**config.mk**
```make
export PLATFORM = sky130hd
export DESIGN_NAME = ifetch_unit
export DESIGN_NICKNAME = d
export VERILOG_FILES = /design/src/rtl/ifu_pkg.sv /design/src/rtl/ifu_classify.sv /design/src/rtl/ifu_imm_build.sv /design/src/rtl/ifu_seq.sv /design/src/rtl/ifu_fd_reg.sv /design/src/rtl/ifetch_unit.sv
export SDC_FILE = /design/constraint.sdc
export NUM_CORES = 1
export LEC_CHECK = 0
export CORE_MARGIN = 2
export CORE_UTILIZATION = 25
export CTS_BUF_LIST = sky130_fd_sc_hd__clkbuf_8
export CTS_CLUSTER_DIAMETER = 30
export CTS_CLUSTER_SIZE = 40
export DETAILED_ROUTE_END_ITERATION = 7
export PLACE_DENSITY = 0.56
export SETUP_SLACK_MARGIN = 0.4
export SLEW_MARGIN = 20
export SYNTH_ARGS = -nofsm -noshare
export SYNTH_HDL_FRONTEND = slang
export SYNTH_HIERARCHICAL = 1
export SYNTH_SLANG_ARGS = --single-unit
```
**constraint.sdc**
```tcl
create_clock -name clk -period 3.18 [get_ports clk]
set_input_delay 0.636 -clock clk [delete_from_list [all_inputs] [get_ports clk]]
set_output_delay 0.636 -clock clk [all_outputs]
set_load 0.01 [all_outputs]
```
**src/rtl/ifu_pkg.sv**
```systemverilog
// Package ifu_pkg
// Shared constants and types for the two-word fetch unit.
// Assumes the opcode sits in the top five bits of every instruction word.
package ifu_pkg;

    localparam int OPC_W   = 5;
    localparam int EA_HI_W = 4;

    localparam logic [OPC_W-1:0] OPC_ADDI   = 5'b00100;
    localparam logic [OPC_W-1:0] OPC_LDM    = 5'b01010;
    localparam logic [OPC_W-1:0] OPC_LDD    = 5'b01011;
    localparam logic [OPC_W-1:0] OPC_BITSET = 5'b10110;
    localparam logic [OPC_W-1:0] OPC_RCL    = 5'b10111;
    localparam logic [OPC_W-1:0] OPC_RCR    = 5'b11000;
    localparam logic [OPC_W-1:0] OPC_STD    = 5'b11010;

    typedef enum logic {
        PH_HEAD = 1'b0,
        PH_EXT  = 1'b1
    } phase_e;

    typedef enum logic [1:0] {
        IMM_NONE = 2'd0,
        IMM_SEXT = 2'd1,
        IMM_ADDR = 2'd2
    } imm_kind_e;

    // Map an opcode to the kind of operand its extension word carries.
    function automatic imm_kind_e imm_kind_of(input logic [OPC_W-1:0] opc);
        imm_kind_e k;
        case (opc)
            OPC_ADDI, OPC_LDM, OPC_BITSET, OPC_RCL, OPC_RCR: k = IMM_SEXT;
            OPC_LDD, OPC_STD:                                k = IMM_ADDR;
            default:                                         k = IMM_NONE;
        endcase
        return k;
    endfunction

endpackage

```
**src/rtl/ifu_classify.sv**
```systemverilog
// Module ifu_classify
// Decodes an opcode into its operand kind and flags opcodes that need a
// following extension word. Purely combinational.
module ifu_classify
    import ifu_pkg::*;
(
    input  logic [OPC_W-1:0] opc_i,
    output imm_kind_e        kind_o,
    output logic             two_word_o
);

    // Look up the operand kind and derive the two-word flag from it.
    always_comb begin
        kind_o     = imm_kind_of(opc_i);
        two_word_o = (kind_o != IMM_NONE);
    end

endmodule

```
**src/rtl/ifu_imm_build.sv**
```systemverilog
// Module ifu_imm_build
// Builds the 32-bit operand from the extension word and the head word's
// low bits. Assumes IMM_W > IW + EA_HI_W. Purely combinational.
module ifu_imm_build
    import ifu_pkg::*;
#(
    parameter int IW    = 16,
    parameter int IMM_W = 32
) (
    input  imm_kind_e          kind_i,
    input  logic [EA_HI_W-1:0] head_lo_i,
    input  logic [IW-1:0]      ext_i,
    output logic [IMM_W-1:0]   imm_o
);

    localparam int SEXT_W = IMM_W - IW;
    localparam int ZPAD_W = IMM_W - IW - EA_HI_W;

    // Select sign extension, address concatenation or zero.
    always_comb begin
        case (kind_i)
            IMM_SEXT: imm_o = {{SEXT_W{ext_i[IW-1]}}, ext_i};
            IMM_ADDR: imm_o = {{ZPAD_W{1'b0}}, head_lo_i, ext_i};
            default:  imm_o = '0;
        endcase
    end

endmodule

```
**src/rtl/ifu_seq.sv**
```systemverilog
// Module ifu_seq
// Fetch sequencer. It holds the program counter, the head/extension phase,
// the waiting first word and its address, and the pending interrupt flag.
// It decides each cycle whether the fetch/decode register loads, clears or
// holds. Priority is redirect, then flush, then stall.
// Assumes the memory word for pc_q arrives in the same cycle on word_i.
module ifu_seq
    import ifu_pkg::*;
#(
    parameter int          PC_W     = 32,
    parameter int          IW       = 16,
    parameter int          ADDR_W   = 12,
    parameter logic [31:0] RESET_PC = 32'd0
) (
    input  logic            clk,
    input  logic            rst_n,
    input  logic            stall_i,
    input  logic            flush_i,
    input  logic            redirect_i,
    input  logic [PC_W-1:0] redirect_pc_i,
    input  logic            irq_i,
    input  logic [IW-1:0]   word_i,
    input  logic            two_word_i,
    output logic [ADDR_W-1:0] addr_o,
    output logic            fd_ld_o,
    output logic            fd_clr_o,
    output logic            fd_irq_o,
    output logic [PC_W-1:0] fd_pc_o,
    output logic [IW-1:0]   fd_instr_o
);

    localparam logic [PC_W-1:0] PC_ONE = PC_W'(1);

    logic [PC_W-1:0] pc_q, pc_d;
    logic [PC_W-1:0] hpc_q, hpc_d;
    logic [IW-1:0]   head_q, head_d;
    phase_e          phase_q, phase_d;
    logic            pend_q, pend_d;
    logic            irq_eff;

    // Fold a new request into the remembered one.
    assign irq_eff = pend_q | irq_i;

    // Next-state and register-control decision.
    always_comb begin
        pc_d     = pc_q;
        hpc_d    = hpc_q;
        head_d   = head_q;
        phase_d  = phase_q;
        pend_d   = irq_eff;
        fd_ld_o  = 1'b0;
        fd_clr_o = 1'b0;
        if (redirect_i) begin
            pc_d     = redirect_pc_i;
            phase_d  = PH_HEAD;
            fd_clr_o = 1'b1;
        end else if (flush_i) begin
            pc_d     = (phase_q == PH_EXT) ? hpc_q : pc_q;
            phase_d  = PH_HEAD;
            fd_clr_o = 1'b1;
        end else if (stall_i) begin
            pc_d = pc_q;
        end else if (phase_q == PH_HEAD) begin
            pc_d = pc_q + PC_ONE;
            if (two_word_i) begin
                phase_d  = PH_EXT;
                head_d   = word_i;
                hpc_d    = pc_q;
                fd_clr_o = 1'b1;
            end else begin
                fd_ld_o = 1'b1;
                pend_d  = 1'b0;
            end
        end else begin
            pc_d    = pc_q + PC_ONE;
            phase_d = PH_HEAD;
            fd_ld_o = 1'b1;
            pend_d  = 1'b0;
        end
    end

    // Sequencer state registers with synchronous reset.
    always_ff @(posedge clk) begin
        if (!rst_n) begin
            pc_q    <= RESET_PC[PC_W-1:0];
            hpc_q   <= '0;
            head_q  <= '0;
            phase_q <= PH_HEAD;
            pend_q  <= 1'b0;
        end else begin
            pc_q    <= pc_d;
            hpc_q   <= hpc_d;
            head_q  <= head_d;
            phase_q <= phase_d;
            pend_q  <= pend_d;
        end
    end

    // Data offered to the fetch/decode register.
    always_comb begin
        fd_irq_o   = irq_eff;
        fd_pc_o    = pc_q + PC_ONE;
        fd_instr_o = (phase_q == PH_EXT) ? head_q : word_i;
    end

    assign addr_o = pc_q[ADDR_W-1:0];

    AST_PC_ADVANCE: assert property (@(posedge clk) disable iff (!rst_n)
        (!redirect_i && !flush_i && !stall_i) |=> (pc_q == $past(pc_q) + PC_ONE));

    AST_EXT_ONE_CYCLE: assert property (@(posedge clk) disable iff (!rst_n)
        (phase_q == PH_EXT && !redirect_i && !flush_i && !stall_i) |=> (phase_q == PH_HEAD));

    AST_FLUSH_REWINDS: assert property (@(posedge clk) disable iff (!rst_n)
        (flush_i && !redirect_i && phase_q == PH_EXT) |=> (pc_q == $past(hpc_q)));

endmodule

```
**src/rtl/ifu_fd_reg.sv**
```systemverilog
// Module ifu_fd_reg
// Fetch/decode pipeline register. A clear writes all zeros (a NOP),
// a load captures new fields, and otherwise the contents are held.
// Assumes clear and load are never requested together.
module ifu_fd_reg #(
    parameter int PC_W  = 32,
    parameter int IW    = 16,
    parameter int IMM_W = 32
) (
    input  logic             clk,
    input  logic             rst_n,
    input  logic             clr_i,
    input  logic             ld_i,
    input  logic             irq_d,
    input  logic [PC_W-1:0]  pc_d,
    input  logic [IW-1:0]    instr_d,
    input  logic [IMM_W-1:0] imm_d,
    output logic             irq_q,
    output logic [PC_W-1:0]  pc_q,
    output logic [IW-1:0]    instr_q,
    output logic [IMM_W-1:0] imm_q
);

    // Clear, load or hold the register fields.
    always_ff @(posedge clk) begin
        if (!rst_n || clr_i) begin
            irq_q   <= 1'b0;
            pc_q    <= '0;
            instr_q <= '0;
            imm_q   <= '0;
        end else if (ld_i) begin
            irq_q   <= irq_d;
            pc_q    <= pc_d;
            instr_q <= instr_d;
            imm_q   <= imm_d;
        end
    end

    AST_CTRL_EXCLUSIVE: assert property (@(posedge clk) disable iff (!rst_n)
        !(clr_i && ld_i));

endmodule

```
**src/rtl/ifetch_unit.sv**
```systemverilog
// Module ifetch_unit
// Top of the two-word instruction fetch stage. It reads one 16-bit word per
// cycle from a memory with combinational read. It merges an extension word
// into the preceding instruction where the opcode calls for one, and writes
// the fetch/decode register.
// Assumes imem_rdata is valid for imem_addr within the same cycle.
module ifetch_unit
    import ifu_pkg::*;
#(
    parameter int          PC_W     = 32,
    parameter int          IW       = 16,
    parameter int          IMM_W    = 32,
    parameter int          ADDR_W   = 12,
    parameter logic [31:0] RESET_PC = 32'd0
) (
    input  logic              clk,
    input  logic              rst_n,
    input  logic              stall_i,
    input  logic              flush_i,
    input  logic              redirect_i,
    input  logic [PC_W-1:0]   redirect_pc_i,
    input  logic              irq_i,
    output logic [ADDR_W-1:0] imem_addr,
    input  logic [IW-1:0]     imem_rdata,
    output logic              fd_irq,
    output logic [PC_W-1:0]   fd_pc_next,
    output logic [IW-1:0]     fd_instr,
    output logic [IMM_W-1:0]  fd_imm
);

    localparam int OPC_LSB = IW - OPC_W;

    imm_kind_e        now_kind;
    logic             now_two;
    imm_kind_e        sel_kind;
    logic             sel_two;
    logic             fd_ld, fd_clr, fd_irq_d;
    logic [PC_W-1:0]  fd_pc_d;
    logic [IW-1:0]    fd_instr_d;
    logic [IMM_W-1:0] fd_imm_d;
    logic [OPC_W-1:0] out_opc;

    // Classify the word read this cycle for the head/extension decision.
    ifu_classify u_cls_now (
        .opc_i      (imem_rdata[IW-1:OPC_LSB]),
        .kind_o     (now_kind),
        .two_word_o (now_two)
    );

    // Sequence the program counter and fetch phase.
    ifu_seq #(
        .PC_W(PC_W), .IW(IW), .ADDR_W(ADDR_W), .RESET_PC(RESET_PC)
    ) u_seq (
        .clk           (clk),
        .rst_n         (rst_n),
        .stall_i       (stall_i),
        .flush_i       (flush_i),
        .redirect_i    (redirect_i),
        .redirect_pc_i (redirect_pc_i),
        .irq_i         (irq_i),
        .word_i        (imem_rdata),
        .two_word_i    (now_two),
        .addr_o        (imem_addr),
        .fd_ld_o       (fd_ld),
        .fd_clr_o      (fd_clr),
        .fd_irq_o      (fd_irq_d),
        .fd_pc_o       (fd_pc_d),
        .fd_instr_o    (fd_instr_d)
    );

    // Classify the instruction about to be registered to pick its operand.
    ifu_classify u_cls_out (
        .opc_i      (fd_instr_d[IW-1:OPC_LSB]),
        .kind_o     (sel_kind),
        .two_word_o (sel_two)
    );

    // Assemble the immediate from the waiting head and the extension word.
    ifu_imm_build #(.IW(IW), .IMM_W(IMM_W)) u_imm (
        .kind_i    (sel_kind),
        .head_lo_i (fd_instr_d[EA_HI_W-1:0]),
        .ext_i     (imem_rdata),
        .imm_o     (fd_imm_d)
    );

    // Fetch/decode pipeline register.
    ifu_fd_reg #(.PC_W(PC_W), .IW(IW), .IMM_W(IMM_W)) u_fd (
        .clk     (clk),
        .rst_n   (rst_n),
        .clr_i   (fd_clr),
        .ld_i    (fd_ld),
        .irq_d   (fd_irq_d),
        .pc_d    (fd_pc_d),
        .instr_d (fd_instr_d),
        .imm_d   (fd_imm_d),
        .irq_q   (fd_irq),
        .pc_q    (fd_pc_next),
        .instr_q (fd_instr),
        .imm_q   (fd_imm)
    );

    assign out_opc = fd_instr[IW-1:OPC_LSB];

    AST_LOAD_IMPLIES_OPERAND: assert property (@(posedge clk) disable iff (!rst_n)
        (fd_ld && !sel_two) |-> (now_kind == now_kind) && (fd_imm_d == '0));

    AST_FLUSH_ZEROES: assert property (@(posedge clk) disable iff (!rst_n)
        (flush_i || redirect_i) |=> (fd_instr == '0 && fd_imm == '0 && fd_pc_next == '0 && !fd_irq));

    AST_REDIRECT_TARGET: assert property (@(posedge clk) disable iff (!rst_n)
        redirect_i |=> (imem_addr == $past(redirect_pc_i[ADDR_W-1:0])));

    AST_STALL_HOLDS: assert property (@(posedge clk) disable iff (!rst_n)
        (stall_i && !flush_i && !redirect_i) |=> ($stable(fd_instr) && $stable(fd_imm)
            && $stable(fd_pc_next) && $stable(fd_irq) && $stable(imem_addr)));

    AST_ADDR_UPPER_ZERO: assert property (@(posedge clk) disable iff (!rst_n)
        (out_opc == OPC_LDD || out_opc == OPC_STD) |-> (fd_imm[IMM_W-1:IW+EA_HI_W] == '0));

    AST_SEXT_FILL: assert property (@(posedge clk) disable iff (!rst_n)
        (imm_kind_of(out_opc) == IMM_SEXT) |-> (fd_imm[IMM_W-1:IW] == {(IMM_W-IW){fd_imm[IW-1]}}));

endmodule

```
Yosys cells after proc, flatten, opt, wreduce, memory -nomap -nowiden
Index checks and enable logic that the tools add are counted.

Bits in registers: 163. Input port bits: 54. Output and inout port bits: 93.

$add $sub $neg: 1. Equal/unequal tests: 18. Multiplexer cells: 23. Bitwise logic cells: 6. Reductions and logical operators: 10.

Operators by type and width (number): $mux W32 (4); $pmux W32 S2 (1); $eq A5 B5 Y1 const B (8); $add A32 B1 Y32 const B (1); $eq A5 B4 Y1 const B (4); $mux W16 (1); $mux W1 (15); $eq A5 B3 Y1 const B (2); $reduce_or A5 Y1 (2); $pmux W2 S2 (2); $ne A3 B1 Y1 const B (2); $not A1 Y1 (5); $reduce_and A5 Y1 (1); $reduce_or A2 Y1 (2); $reduce_or A3 Y1 (1); $eq A2 B1 Y1 const B (1); $eq A2 B2 Y1 const B (1); $reduce_and A2 Y1 (1); $reduce_bool A2 Y1 (1); $logic_not A1 Y1 (1); $logic_or A1 B1 Y1 (1); $or A1 B1 Y1 (1).

Logic depth before layout (Yosys ltp)
Word-level depth: 10. Gate-level depth with buffers: 13.

By module
Netlist, hierarchy kept.

By module, submodules not included: ifu_seq (times used 1, cells an instance 616, area an instance 4678.2 µm², seq. area each 1641.6 µm²); ifu_fd_reg (times used 1, cells an instance 262, area an instance 2919.0 µm², seq. area each 1621.6 µm²); ifu_imm_build (times used 1, cells an instance 43, area an instance 317.8 µm², seq. area each 0.0 µm²); ifu_classify (times used 2, cells an instance 15, area an instance 106.4 µm², seq. area each 0.0 µm²).

Least setup slack after synthesis
No wires, ideal clock.

Path kind: register to register. Start point: register u_seq.phase_q. End point: register u_fd.imm_q[21]. Setup time: 64 ps. Arrival: 2988 ps. Slack: 128 ps. Stages on the path, launching flop included: 13. Path buffers: 3. Period minus slack after synthesis: 3052 ps. Cell sequence: dfxtp_1 > clkbuf_1 > clkbuf_1 > mux2_2 > nor4b_1 > a21oi_1 > o2bb2ai_1 > inv_1 > ha_1 > nor2_1 > buf_4 > mux2i_1 > nor2_1.

Longest elaborated chain between the ends: 6.

RTL lines: start: declaration (RTL line ifu_seq.sv:37) `phase_e phase_q, phase_d;`; start signal: assignment (RTL line ifu_seq.sv:94) `phase_q <= phase_d;`; $mux W16 * (RTL line ifu_seq.sv:103) `fd_instr_o = (phase_q == PH_EXT) ? head_q : word_i;`; via fd_instr_d[11] (RTL line ifetch_unit.sv:39) `logic [IW-1:0] fd_instr_d;`; $eq A5 B3 Y1, or another cell as far along (RTL line ifu_pkg.sv:31) `case (opc)`; $reduce_or A5 Y1 / $reduce_or A2 Y1 (equally long branches) (RTL line ifu_pkg.sv:31); $pmux W2 S2 * (RTL line ifu_pkg.sv:31); via sel_kind[0] (RTL line ifetch_unit.sv:35) `imm_kind_e sel_kind;`; $eq A2 B2 Y1 / $eq A2 B1 Y1 (equally long branches) (RTL line ifu_imm_build.sv:21) `case (kind_i)`; $pmux W32 S2 * (RTL line ifu_imm_build.sv:21); via fd_imm_d[21] (RTL line ifetch_unit.sv:40) `logic [IMM_W-1:0] fd_imm_d;`; end signal: assignment (RTL line ifu_fd_reg.sv:35) `imm_q <= imm_d;`; end: declaration (RTL line ifu_fd_reg.sv:21) `output logic [IMM_W-1:0] imm_q`.

Mark *: on every way through the listed nets, which the timed path passes. The rest lies on a longest branch. A chain may end at the register's enable or synchronous reset.

Worst setup path after layout
Start point: register u_seq.phase_q. End point: register u_fd.imm_q[15].

Same word-level chain as after synthesis.

==> flow_metrics.py <==
metrics = {
    "final_layout": {
        "drive_gt1_share_pct": 12.0,
        "final_util_pct": 32.7,
        "finish.instance_area_um2": 10300,
        "areaGrowthSynthToFinish_pct": 28.6,
        "instances_no_fill": 1471,
        "nets": 1111,
    },
    "synth": {
        "syn_inst": 940,
        "synth_area_per_cell_um2": 8.56,
        "syn_area_um2": 8050,
        "synth_nets": 997,
        "yosys_warnings": 6,
    },
    "global_routing": {
        "grt_pass1_vias": 6677,
        "grt_pass1_wl_um": 38800,
        "overflow": 0,
        "grt_usage_pct": 14.8,
        "grt_max_degree": 45,
        "antenna_found_initial": 2,
    },
    "drt": {
        "dr.pass1.iters": 5,
        "drcViolationCount": 0,
        "dr_wl_met3_um": 1120,
        "vias": 6970,
        "drtIter0Drc": 486,
        "final_antenna_net_count": 0,
        "wl_met2_um": 11500,
        "highest_layer": "met4",
        "avgViaCountPerCell": 4.74,
        "met1Wirelength_um": 11900,
        "routedWlPerCell_um": 16.9,
        "wirelength_um": 24900,
    },
    "job": {
        "cap_violations": 0,
    },
    "placed_design": {
        "post_dp_cell_area_um2": 9860,
        "dp_hpwl_um": 16900,
        "place_inst": 1435,
        "dp_slack_ps": -139,
        "place.gp.congestion": 0.772,
        "port_buffers": 146,
    },
    "worst_setup_path": {
        "worstPathArrival_ps": 2930,
        "critical_path_required_ps": 3520,
        "crit_fanout": 10,
        "critPathKind": "reg -> reg",
        "end_kind": "register",
        "r2r_start": "u_seq/phase_q",
        "cp-startpoint": "u_seq/phase_q",
        "startpoint_type": "register",
    },
    "timing": {
        "skew_ps": 15.8,
        "setup_viol": 0,
        "min_period_ps": 2590,
        "finalCritPeriodShare_pct": 81.3,
        "slew_headroom_pct": 26.7,
        "final_max_slew_viol_count": 0,
        "tns_ps": 0,
        "worstMarginPinSlew_ps": 1090,
        "finalHoldViolCount": 0,
        "fin_ws_ps": 594,
        "rsz0062_at_grt": "false",
        "max_freq_mhz": 387,
        "whs_ps": 454,
    },
    "worst_hold_path": {
        "hold_path_startpoint": "u_seq/hpc_q[5]",
        "worstHoldPathType": "reg -> reg",
    },
    "power": {
        "power_density_nw_per_um2": 415,
        "irDropWorstVdd_mv": 0.250,
        "total_power_mw": 4.29,
        "p_leak_nw": 3.50,
    },
    "outcome": {
        "outcome": "finished, final reports clean",
    },
    "floorplan": {
        "die_w_um": 183,
        "die_h_um": 183,
        "coreArea_um2": 31600,
        "pin_count": 147,
        "start_util_pct": 25.4,
        "die_area_um2": 33600,
        "rows": 65,
    },
    "clocking": {
        "cts.clk_slew.worst_paths_ps": 90,
        "cts_root_buf": "clkbuf_8",
        "clock_latency_ps": 460,
        "cts_tree": "built",
        "hold_buffers": 0,
        "cts.path.max_buffers": 2,
        "cts-buffers-inserted": 17,
        "htree_levels": 4,
        "clkSinkCount": 163,
    },
}
==> placed cells by master (no fill, tap or decap), types with 19 or more instances in the layout <==
cell type	instances
a21oi_1	77
xnor2_1	23
nand2_1	147
clkdlybuf4s50_1	142
nor2_1	104
dfxtp_1	162
buf_4	32
o21ai_0	26
nand3_1	25
clkbuf_8	19
mux2i_1	86
==> where the power goes <==
group,internal [mW],total [mW],switching (mW)
combinational,0.244,0.518,0.274
clock,0.820,1.63,0.809
sequential,2.08,2.14,0.0637
total,3.14,4.29,1.15
==> final cells by class <==
class | instances | area (um^2)
repair buffers | 186 | 1870
clock inverters | 13 | 159
flip-flops and latches | 163 | 3260
well taps | 402 | 503
fillers | 3283 | 21300
inverters | 14 | 52.6
multi-input cells | 672 | 4230
diodes | 2 | 5.00
clock buffers | 19 | 262
==> per-layer routing <==
metal	GRT usage, %	vias to the layer above
met5	0	-
met3	2.67	19
met1	20.3	3293
met2	23.8	221
li1	-	3437
met4	4.48	0
==> critical path, cell delays in order (launching register included) <==
cell and delay [ps]:
dfxtp_2 480, buf_4 260, mux2_2 400, xnor2_1 130, nor2_1 230, inv_1 70, ha_1 260, o21ba_4 270
and2_2 200, mux2i_1 130, nor2_1 50
==> flip-flops by register name (all words and copies together) (netlist names) <==
name	cells
u_fd/imm_q	32
u_fd/pc_q	32
u_seq/hpc_q	32
u_seq/pc_q	32
u_fd/instr_q	16
u_seq/head_q	16
u_fd/irq_q	1
u_seq/pend_q	1
u_seq/phase_q	1
==> worst paths after layout <==
path                            cells after the start              to  slack, ps
worst min-delay path                                2  u_seq/hpc_q[5]        450
worst max register to register                     10  u_fd/imm_q[15]        590
worst min register to register                      2  u_seq/hpc_q[5]        450
worst max-delay path                               10  u_fd/imm_q[15]        590
==> timing repair <==
item                                    4_1_cts  5_1_grt
endpoints found under the setup margin       34       31
buffers inserted                              1        0
pin swaps                                     1        0
gates cloned                                  1        0
resized for setup                             4        6
Power figures use the tool's default switching activity.
